===== src/rtl/tsync_pkg.sv =====
package tsync_pkg;

    typedef enum logic [1:0] {
        ST_IDLE = 2'd0,
        ST_WAIT = 2'd1,
        ST_RUN  = 2'd2
    } tsync_state_e;

    typedef struct packed {
        logic start;
        logic excite;
        logic fail;
    } tsync_flags_t;

    localparam int unsigned MIN_SYNC_STAGES = 2;

endpackage


===== src/rtl/tsync_sync.sv =====
module tsync_sync #(
    parameter int unsigned STAGES = 2
) (
    input  logic clk,
    input  logic rst,
    input  logic d_i,
    output logic q_o
);
    logic [STAGES-1:0] pipe;

    for (genvar k = 0; k < STAGES; k++) begin : g_stage
        if (k == 0) begin : g_first
            always_ff @(posedge clk) begin
                if (rst) pipe[k] <= 1'b0;
                else     pipe[k] <= d_i;
            end
        end else begin : g_next
            always_ff @(posedge clk) begin
                if (rst) pipe[k] <= 1'b0;
                else     pipe[k] <= pipe[k-1];
            end
        end
    end

    assign q_o = pipe[STAGES-1];
endmodule


===== src/rtl/tsync_win_cnt.sv =====
module tsync_win_cnt #(
    parameter int unsigned W = 8
) (
    input  logic         clk,
    input  logic         rst,
    input  logic         clr_i,
    input  logic         inc_i,
    input  logic [W-1:0] limit_i,
    output logic         hit_o
);
    logic [W-1:0] cnt;
    logic [W:0]   cnt_next;

    assign cnt_next = {1'b0, cnt} + {{W{1'b0}}, 1'b1};
    assign hit_o    = cnt_next >= {1'b0, limit_i};

    always_ff @(posedge clk) begin
        if (rst || clr_i)
            cnt <= '0;
        else if (inc_i && (cnt != {W{1'b1}}))
            cnt <= cnt_next[W-1:0];
    end
endmodule


===== src/rtl/tsync_start_barrier.sv =====
module tsync_start_barrier
    import tsync_pkg::*;
#(
    parameter int unsigned FILT_W      = 8,
    parameter int unsigned TMO_W       = 16,
    parameter int unsigned SYNC_STAGES = MIN_SYNC_STAGES
) (
    input  logic              clk,
    input  logic              rst,
    input  logic              master_i,
    input  logic              arm_i,
    input  logic              done_i,
    input  logic [FILT_W-1:0] filt_len_i,
    input  logic [TMO_W-1:0]  timeout_i,
    input  logic              line_i,
    output logic              line_oe_o,
    output logic              run_o,
    output logic              start_o,
    output logic              excite_o,
    output logic              fail_o
);
    tsync_state_e st;
    tsync_flags_t flg;
    logic         line_s;
    logic         hi_hit;
    logic         to_hit;
    logic         go;
    logic         expire;

    tsync_sync #(.STAGES(SYNC_STAGES)) u_sync (
        .clk (clk), .rst (rst), .d_i (line_i), .q_o (line_s)
    );

    tsync_win_cnt #(.W(FILT_W)) u_hi_cnt (
        .clk     (clk),
        .rst     (rst),
        .clr_i   ((st != ST_WAIT) || !line_s),
        .inc_i   (1'b1),
        .limit_i (filt_len_i),
        .hit_o   (hi_hit)
    );

    tsync_win_cnt #(.W(TMO_W)) u_wait_cnt (
        .clk     (clk),
        .rst     (rst),
        .clr_i   (st != ST_WAIT),
        .inc_i   (1'b1),
        .limit_i (timeout_i),
        .hit_o   (to_hit)
    );

    assign go     = (st == ST_WAIT) && line_s && hi_hit;
    assign expire = (st == ST_WAIT) && to_hit && !go;

    always_ff @(posedge clk) begin
        if (rst) begin
            st  <= ST_IDLE;
            flg <= '0;
        end else begin
            flg.start <= 1'b0;
            unique case (st)
                ST_IDLE: if (arm_i) begin
                    st       <= ST_WAIT;
                    flg.fail <= 1'b0;
                end
                ST_WAIT: if (go) begin
                    st         <= ST_RUN;
                    flg.start  <= 1'b1;
                    flg.excite <= master_i;
                end else if (expire) begin
                    st       <= ST_IDLE;
                    flg.fail <= 1'b1;
                end
                ST_RUN: if (done_i) begin
                    st         <= ST_IDLE;
                    flg.excite <= 1'b0;
                end
                default: st <= ST_IDLE;
            endcase
        end
    end

    assign line_oe_o = (st == ST_IDLE);
    assign run_o     = (st == ST_RUN);
    assign start_o   = flg.start;
    assign excite_o  = flg.excite;
    assign fail_o    = flg.fail;

    assert_arm_release_R2: assert property (@(posedge clk) disable iff (rst)
        (line_oe_o && arm_i) |=> (!line_oe_o && !fail_o));

    assert_start_single_R4: assert property (@(posedge clk) disable iff (rst)
        start_o |=> !start_o);

    assert_run_has_start_R4: assert property (@(posedge clk) disable iff (rst)
        $rose(run_o) |-> start_o);

    assert_slave_no_excite_R5: assert property (@(posedge clk) disable iff (rst)
        (go && !master_i) |=> !excite_o);

    assert_timeout_exit_R6: assert property (@(posedge clk) disable iff (rst)
        expire |=> (line_oe_o && fail_o));

    assert_start_beats_timeout_R7: assert property (@(posedge clk) disable iff (rst)
        (go && to_hit) |=> (run_o && !fail_o));

    assert_done_release_R8: assert property (@(posedge clk) disable iff (rst)
        (run_o && done_i) |=> (line_oe_o && !run_o && !excite_o));

    assert_fail_hold_R10: assert property (@(posedge clk) disable iff (rst)
        (fail_o && !(line_oe_o && arm_i)) |=> fail_o);
endmodule


===== config.mk =====
export PLATFORM = sky130hd
export DESIGN_NAME = tsync_start_barrier
export DESIGN_NICKNAME = d
export VERILOG_FILES = /design/src/rtl/tsync_pkg.sv /design/src/rtl/tsync_sync.sv /design/src/rtl/tsync_win_cnt.sv /design/src/rtl/tsync_start_barrier.sv
export SDC_FILE = /design/constraint.sdc
export NUM_CORES = 1
export LEC_CHECK = 0
export ABC_AREA = 1
export BUFFER_PORTS_ARGS = -buffer_cell sky130_fd_sc_hd__buf_2
export CAP_MARGIN = 20
export CORE_UTILIZATION = 50
export DETAILED_ROUTE_END_ITERATION = 8
export PLACE_DENSITY_LB_ADDON = 0.08
export SKIP_LAST_GASP = 1
export SYNTH_ARGS = -nofsm -noshare
export SYNTH_HDL_FRONTEND = slang
export SYNTH_HIERARCHICAL = 1
export SYNTH_SLANG_ARGS = --single-unit

===== constraint.sdc =====
create_clock -name clk -period 2.2 [get_ports clk]
set_clock_uncertainty 0.05 [all_clocks]
set_input_delay 0.44 -clock clk [delete_from_list [all_inputs] [get_ports clk]]
set_output_delay 0.44 -clock clk [all_outputs]
set_load 0.1 [all_outputs]

==> reports/qor.txt, run 1 <==
Arrival @ worst endpoint: 2640 ps
sequential fraction of the synthesis area: 0.255
initial antenna violation count: 0
Worst Hold Class: in -> reg
Starting DRT DRC Count: 86
multi-input logic area: 1750 um2
Synth cell types: 31
vias in the first global route: 2223
most common cell after layout, fill and taps aside: nand2_1
fin. max-slew vios: 0
Crit path top cell by count: nand2_1
CP Data Required Time: 2380 ps
Synth Cell Area: 2440 um2
FILL cells: 403
setup TNS: -426 ps
core region area: 4690 um2
DP Wirelength: 4.09 mm
row count: 25
Startpoint Class: register
total power: 1.39 mW
post-synthesis cell count: 376
ANT cells: 0
R2R setup slack: -260 ps
remaining antenna violation count after routing: 0
WL final: 5.48 mm
remaining global-route overflow: 0
H-tree level count: 2
Pre-Repair DR Iteration Count: 6
global-route wire length before repair: 9.16 mm
worst-path cell chain: ha_4 -> nand2_4 -> nor2_4 -> nand2_4 -> xnor2_2 -> ha_1 -> nand2_2 -> buf_4 -> buf_4 -> o21a_1 -> nand3_2 -> nand2_1 -> nand2_2 -> nand3_1 -> nand2_1 -> nand2_1 -> a21oi_2
Critical Path Max Stage Delay: 370 ps
starting density of the core: 0.519
Skew-Pair Late Insertion Delay: 290 ps
hold_buf cts: 0
register area: 633 um2
I/O Buffers: 34
Final #Nets: 519
Max Cap Viol: 0
die area: 5160 um2
Seq cells post-synth: 31
Bufs on Longest Clock Path: 2
Fmax achieved: 406 MHz
# IOs: 35
fin worst setup slack: -262 ps
post-layout minimum cycle time: 2460 ps
syn avg cell area: 6.48 um2
Final Util: 0.711
Die Height: 71.8 um
Total GRT Usage: 0.225
placed cells: 501
CP Buf/Inv Count: 2
final std cells w/o fill: 518
synth warn: 6
Clock Sink Count: 31
clk root buf: clkbuf_8
crit-path max FO: 3
Peak VDD IR: 437 uV
DRC viols: 2
Final GP Congestion: 0.853
clock tree from TritonCTS: built
DR vias: 2432
run status: finished, violations left
die width: 71.8 um
share of cells above drive strength 1: 0.330
pwr dens: 417 nW/um2
final hold vios: 0
WL/cell: 10.6 um
TritonCTS buffer count: 5
crit share post-route: 1.12
LEAKAGE: 1.84 nW
commonest non-fill, non-tap cells in the layout: 69 x nand2_1, 65 x nor2_1, 62 x inv_1
final setup fails: 2
vias per cell: 4.69
Layout area overhead: 36.8%
Crit Path Class: reg -> reg
slowest CP cell: dfxtp_4
failing checks: design-rule violations, negative setup slack
RSZ-0062 raised after global routing: true
crit-path leading delay family: simple AND/OR/NAND/NOR gates
Clock transition at path regs: 70 ps
CP Capture Type: register
largest net degree at the start of global routing: 17
-- worst min-delay path, stage by stage --
cell and delay (ps):
buf_2 80, nand2_1 40, nand2_1 50
-- metal layers --
| metal | routed length, um | global-route usage | up-vias |
|---|---|---|---|
| li1 | - | - | 1325 |
| met1 | 2530 | 0.270 | 1058 |
| met2 | 2700 | 0.403 | 42 |
| met3 | 172 | 0.0422 | 7 |
| met4 | 80 | 0.0763 | 0 |
| met5 | 0 | 0 | - |
-- sequential cells by signal, indices dropped and copies added (netlist names) --
register / count
u_hi_cnt/cnt: 8
u_wait_cnt/cnt: 16
st: 2
excite_o: 1
start_o: 1
u_sync/q_o: 1
fail_o: 1
u_sync/pipe: 1
-- cell usage after synthesis (all sizes together) --
library cell | number | area share
a21o | 1 | 0.0031
a21oi | 12 | 0.026
and2 | 2 | 0.0051
buf | 2 | 0.0092
clkbuf | 1 | 0.0021
conb | 1 | 0.0015
dfxtp | 31 | 0.25
ha | 26 | 0.13
inv | 68 | 0.11
nand2 | 89 | 0.15
nand3 | 16 | 0.037
nand3b | 2 | 0.0062
nand4 | 3 | 0.010
nor2 | 80 | 0.14
o21a | 1 | 0.0031
o21ai | 27 | 0.060
or2 | 2 | 0.0051
xnor2 | 5 | 0.018
xor2 | 7 | 0.028
-- cells by family (layout without fill, tap and decap cells) --
kind of cell	Yosys count	after routing	synth area share
flip-flops	31	31	0.255
AO/OA/AOI/OAI	41	41	0.0924
other	1	6	0.00154
XOR/XNOR	12	12	0.0462
AND/OR/NAND/NOR	194	194	0.355
buffers and inverters	71	154	0.117
adder cells (fa/ha/maj)	26	26	0.133
-- power by group --
group	internal (mW)	switching [mW]	total [mW]
Clock	0.366	0.221	0.587
Combinational	0.0918	0.124	0.215
Sequential	0.573	0.0154	0.588
-- cell type report --
cell class,instances,share of cell area
Sequential cell,31,0.190
Tap cell,54,0.0203
Inverter,68,0.0773
Timing Repair Buffer,78,0.151
Clock inverter,2,0.0105
Multi-Input combinational cell,279,0.526
Clock buffer,6,0.0248
-- per-stage QoR --
stage                     area, um2  setup WS, ps  hold WS (ps)
after floorplan                2510         -52.9           338
after global placement         2980          -288           339
after detailed placement       2980          -308           347
after CTS                      3210          -168           303
after global routing           3330          -402           308
final                          3330          -262           303
-- final timing paths --
path,start,end,cells after the start
worst max register to register,u_wait_cnt/cnt[1]$_SDFFE_PP0P_,fail_o$_SDFFE_PP0P_,17
worst min register to register,u_sync/pipe[0]$_SDFF_PP0_,u_sync/q_o$_SDFF_PP0_,2
worst min-delay path,master_i,excite_o$_SDFFE_PP0P_,3
worst max-delay path,u_wait_cnt/cnt[1]$_SDFFE_PP0P_,fail_o$_SDFFE_PP0P_,17
-- what timing repair did --
action | 4_1_cts | 5_1_grt
setup endpoints to repair | 5 | 5
gates resized for setup | 14 | 30
setup buffers | 7 | 2
hold endpoints to repair | 0 | 0
pin swaps | 11 | 21
cloned | 0 | 0
Power figures use the tool's default switching activity.
==> inputs of run 2 (changes only) <==
--- a/config.mk
+++ b/config.mk
@@ -11,6 +11,7 @@
 export CORE_UTILIZATION = 50
 export DETAILED_ROUTE_END_ITERATION = 8
 export PLACE_DENSITY_LB_ADDON = 0.08
+export RECOVER_POWER = 50
 export SKIP_LAST_GASP = 1
 export SYNTH_ARGS = -nofsm -noshare
 export SYNTH_HDL_FRONTEND = slang
==> constraint.sdc (replaced) <==
create_clock -name clk -period 2.2 [get_ports clk]
set_clock_uncertainty 0.05 [all_clocks]
set_input_delay 0.11 -clock clk [delete_from_list [all_inputs] [get_ports clk]]
set_output_delay 0.11 -clock clk [all_outputs]
set_load 0.1 [all_outputs]
==> reports/qor.txt, run 2 (same netlist as run 1, synthesis figures left out) <==
run status: finished, violations left
failing checks: negative setup slack
remaining antenna violation count after routing: 0 (unchanged)
grt met3 use: 0.0408 (-0.00141)
Final Util: 0.705 (-0.00587)
total power: 1.24 mW (-11%)
met1 Use GR: 0.273 (+0.00315)
I/O Buffers: 34 (unchanged)
Worst Tran Pin Value: 1160 ps
final setup fails: 2 (unchanged)
Layout area overhead: 35.7%
setup TNS: -312 ps (+114 ps)
ANT cells: 0 (unchanged)
Pre-Repair DR Iteration Count: 5 (-1)
Bufs on Longest Clock Path: 2 (unchanged)
Arrival @ worst endpoint: 2580 ps (-60 ps)
crit-path max FO: 3 (unchanged)
crit share post-route: 1.09 (-0.0270)
Worst Hold Class: in -> reg
Starting DRT DRC Count: 114 (+33%)
Relative slew margins: 0.230
commonest non-fill, non-tap cells in the layout: 73 x nand2_1, 66 x inv_1, 66 x nor2_1
core region area: 4690 um2 (unchanged)
hold depth: 2 (-1)
GRT met2 Usage: 0.429 (+0.0262)
remaining global-route overflow: 0 (unchanged)
FILL cells: 410 (+1.7%)
Startpoint Class: register
largest net degree at the start of global routing: 17 (unchanged)
Clock Sink Count: 31 (unchanged)
RSZ-0062 raised after global routing: true
Final GP Congestion: 0.851 (-0.29%)
Final #Nets: 521 (+0.39%)
fin worst setup slack: -203 ps (+59.4 ps)
DR vias: 2438 (+0.25%)
TritonCTS buffer count: 5 (unchanged)
post-layout minimum cycle time: 2400 ps (-59.3 ps)
global-route wire length before repair: 9.48 mm (+3.5%)
Worst R2R Path Depth: 17 (unchanged)
row count: 25 (unchanged)
initial antenna violation count: 0 (unchanged)
Worst Hold Margin: 55.0 ps (-248 ps)
multi-input logic area: 1750 um2 (-0.21%)
die area: 5160 um2 (unchanged)
WL/cell: 10.3 um (-2.8%)
share of cells above drive strength 1: 0.296 (-0.0336)
post-place setup slack: -323 ps (-14.6 ps)
CP Capture Type: register
CP Data Required Time: 2380 ps (about the same)
Peak VDD IR: 406 uV (-7.1%)
WL final: 5.34 mm (-2.4%)
Max Cap Viol: 0 (unchanged)
LEAKAGE: 1.79 nW (-3.0%)
# IOs: 35 (unchanged)
Clock transition at path regs: 70 ps (about the same)
clk root buf: clkbuf_8
DP Wirelength: 4.12 mm (+0.81%)
starting density of the core: 0.519 (unchanged)
most common cell after layout, fill and taps aside: nand2_1
Total GRT Usage: 0.234 (+0.00930)
Die Height: 71.8 um (unchanged)
H-tree level count: 2 (unchanged)
vias in the first global route: 2315 (+4.1%)
vias per cell: 4.69 (-0.14%)
fin. max-slew vios: 0 (unchanged)
final hold vios: 0 (unchanged)
register area: 632 um2 (-0.20%)
Biggest register: u_wait_cnt/cnt
Fmax achieved: 416 MHz (+2.5%)
Regs by FF count: u_wait_cnt/cnt x16, u_hi_cnt/cnt x8, st x2
pwr dens: 376 nW/um2 (-9.8%)
DRC viols: 0 (-2)
max reg flops: 16 (unchanged)
most used routing layer: met2
clock tree from TritonCTS: built
Skew-Pair Late Insertion Delay: 290 ps (about the same)
Crit Path Class: reg -> reg
die width: 71.8 um (unchanged)
run 2: final cells by class:
type	count	area share
multi-input combinational	279	0.529
timing repair buffer	80	0.156
tap	54	0.0204
inverter	68	0.0779
sequential	31	0.191
clock buffer	6	0.0219
clock inverter	2	0.00378
run 2: metrics by stage:
step	instances	cell area (um2)
final	520	3310
after global routing	520	3310
after CTS	517	3190
after detailed placement	503	3000
after global placement	503	3000
after floorplan	381	2510
run 2: final timing paths:
path         slack [ps]                     to                           start
max                -200    fail_o$_SDFFE_PP0P_  u_wait_cnt/cnt[0]$_SDFFE_PP0P_
min                  50     start_o$_SDFF_PP0_                             rst
max reg2reg        -200    fail_o$_SDFFE_PP0P_  u_wait_cnt/cnt[0]$_SDFFE_PP0P_
min reg2reg         350  u_sync/q_o$_SDFF_PP0_       u_sync/pipe[0]$_SDFF_PP0_
run 2: timing repair:
action | CTS | global route
hold buffers | 2 | 0
resized for setup | 13 | 18
endpoints found under the setup margin | 4 | 5
buffers inserted | 4 | 3
hold endpoints to repair | 2 | 0
pin swaps | 12 | 11
run 2: per-layer routing:
layer  share of wire  vias to the layer above  wire [um]
met5               0                        -          0
met4           0.012                        0         65
met3           0.026                        5        138
met2            0.50                       34       2690
met1            0.46                     1073       2450
li1                -                     1326          -
run 2: worst max-delay path, cell delays in order (launching register included):
cell and delay (ps):
dfxtp_4 370, ha_4 170, nand3_4 90, nor2_4 130
xnor2_1 130, inv_1 110, ha_4 290, nand2_2 60
nor2_4 120, nand2_2 70, or2_4 230, nand3_2 60
nand2_1 60, nand2_2 80, nand3_1 80, nand2_1 80
nand2_1 50, a21oi_2 100
run 2: power by group:
group	internal, mW	switching [mW]
clock	0.221	0.214
combinational	0.0948	0.126
sequential	0.573	0.0153
total	0.888	0.355
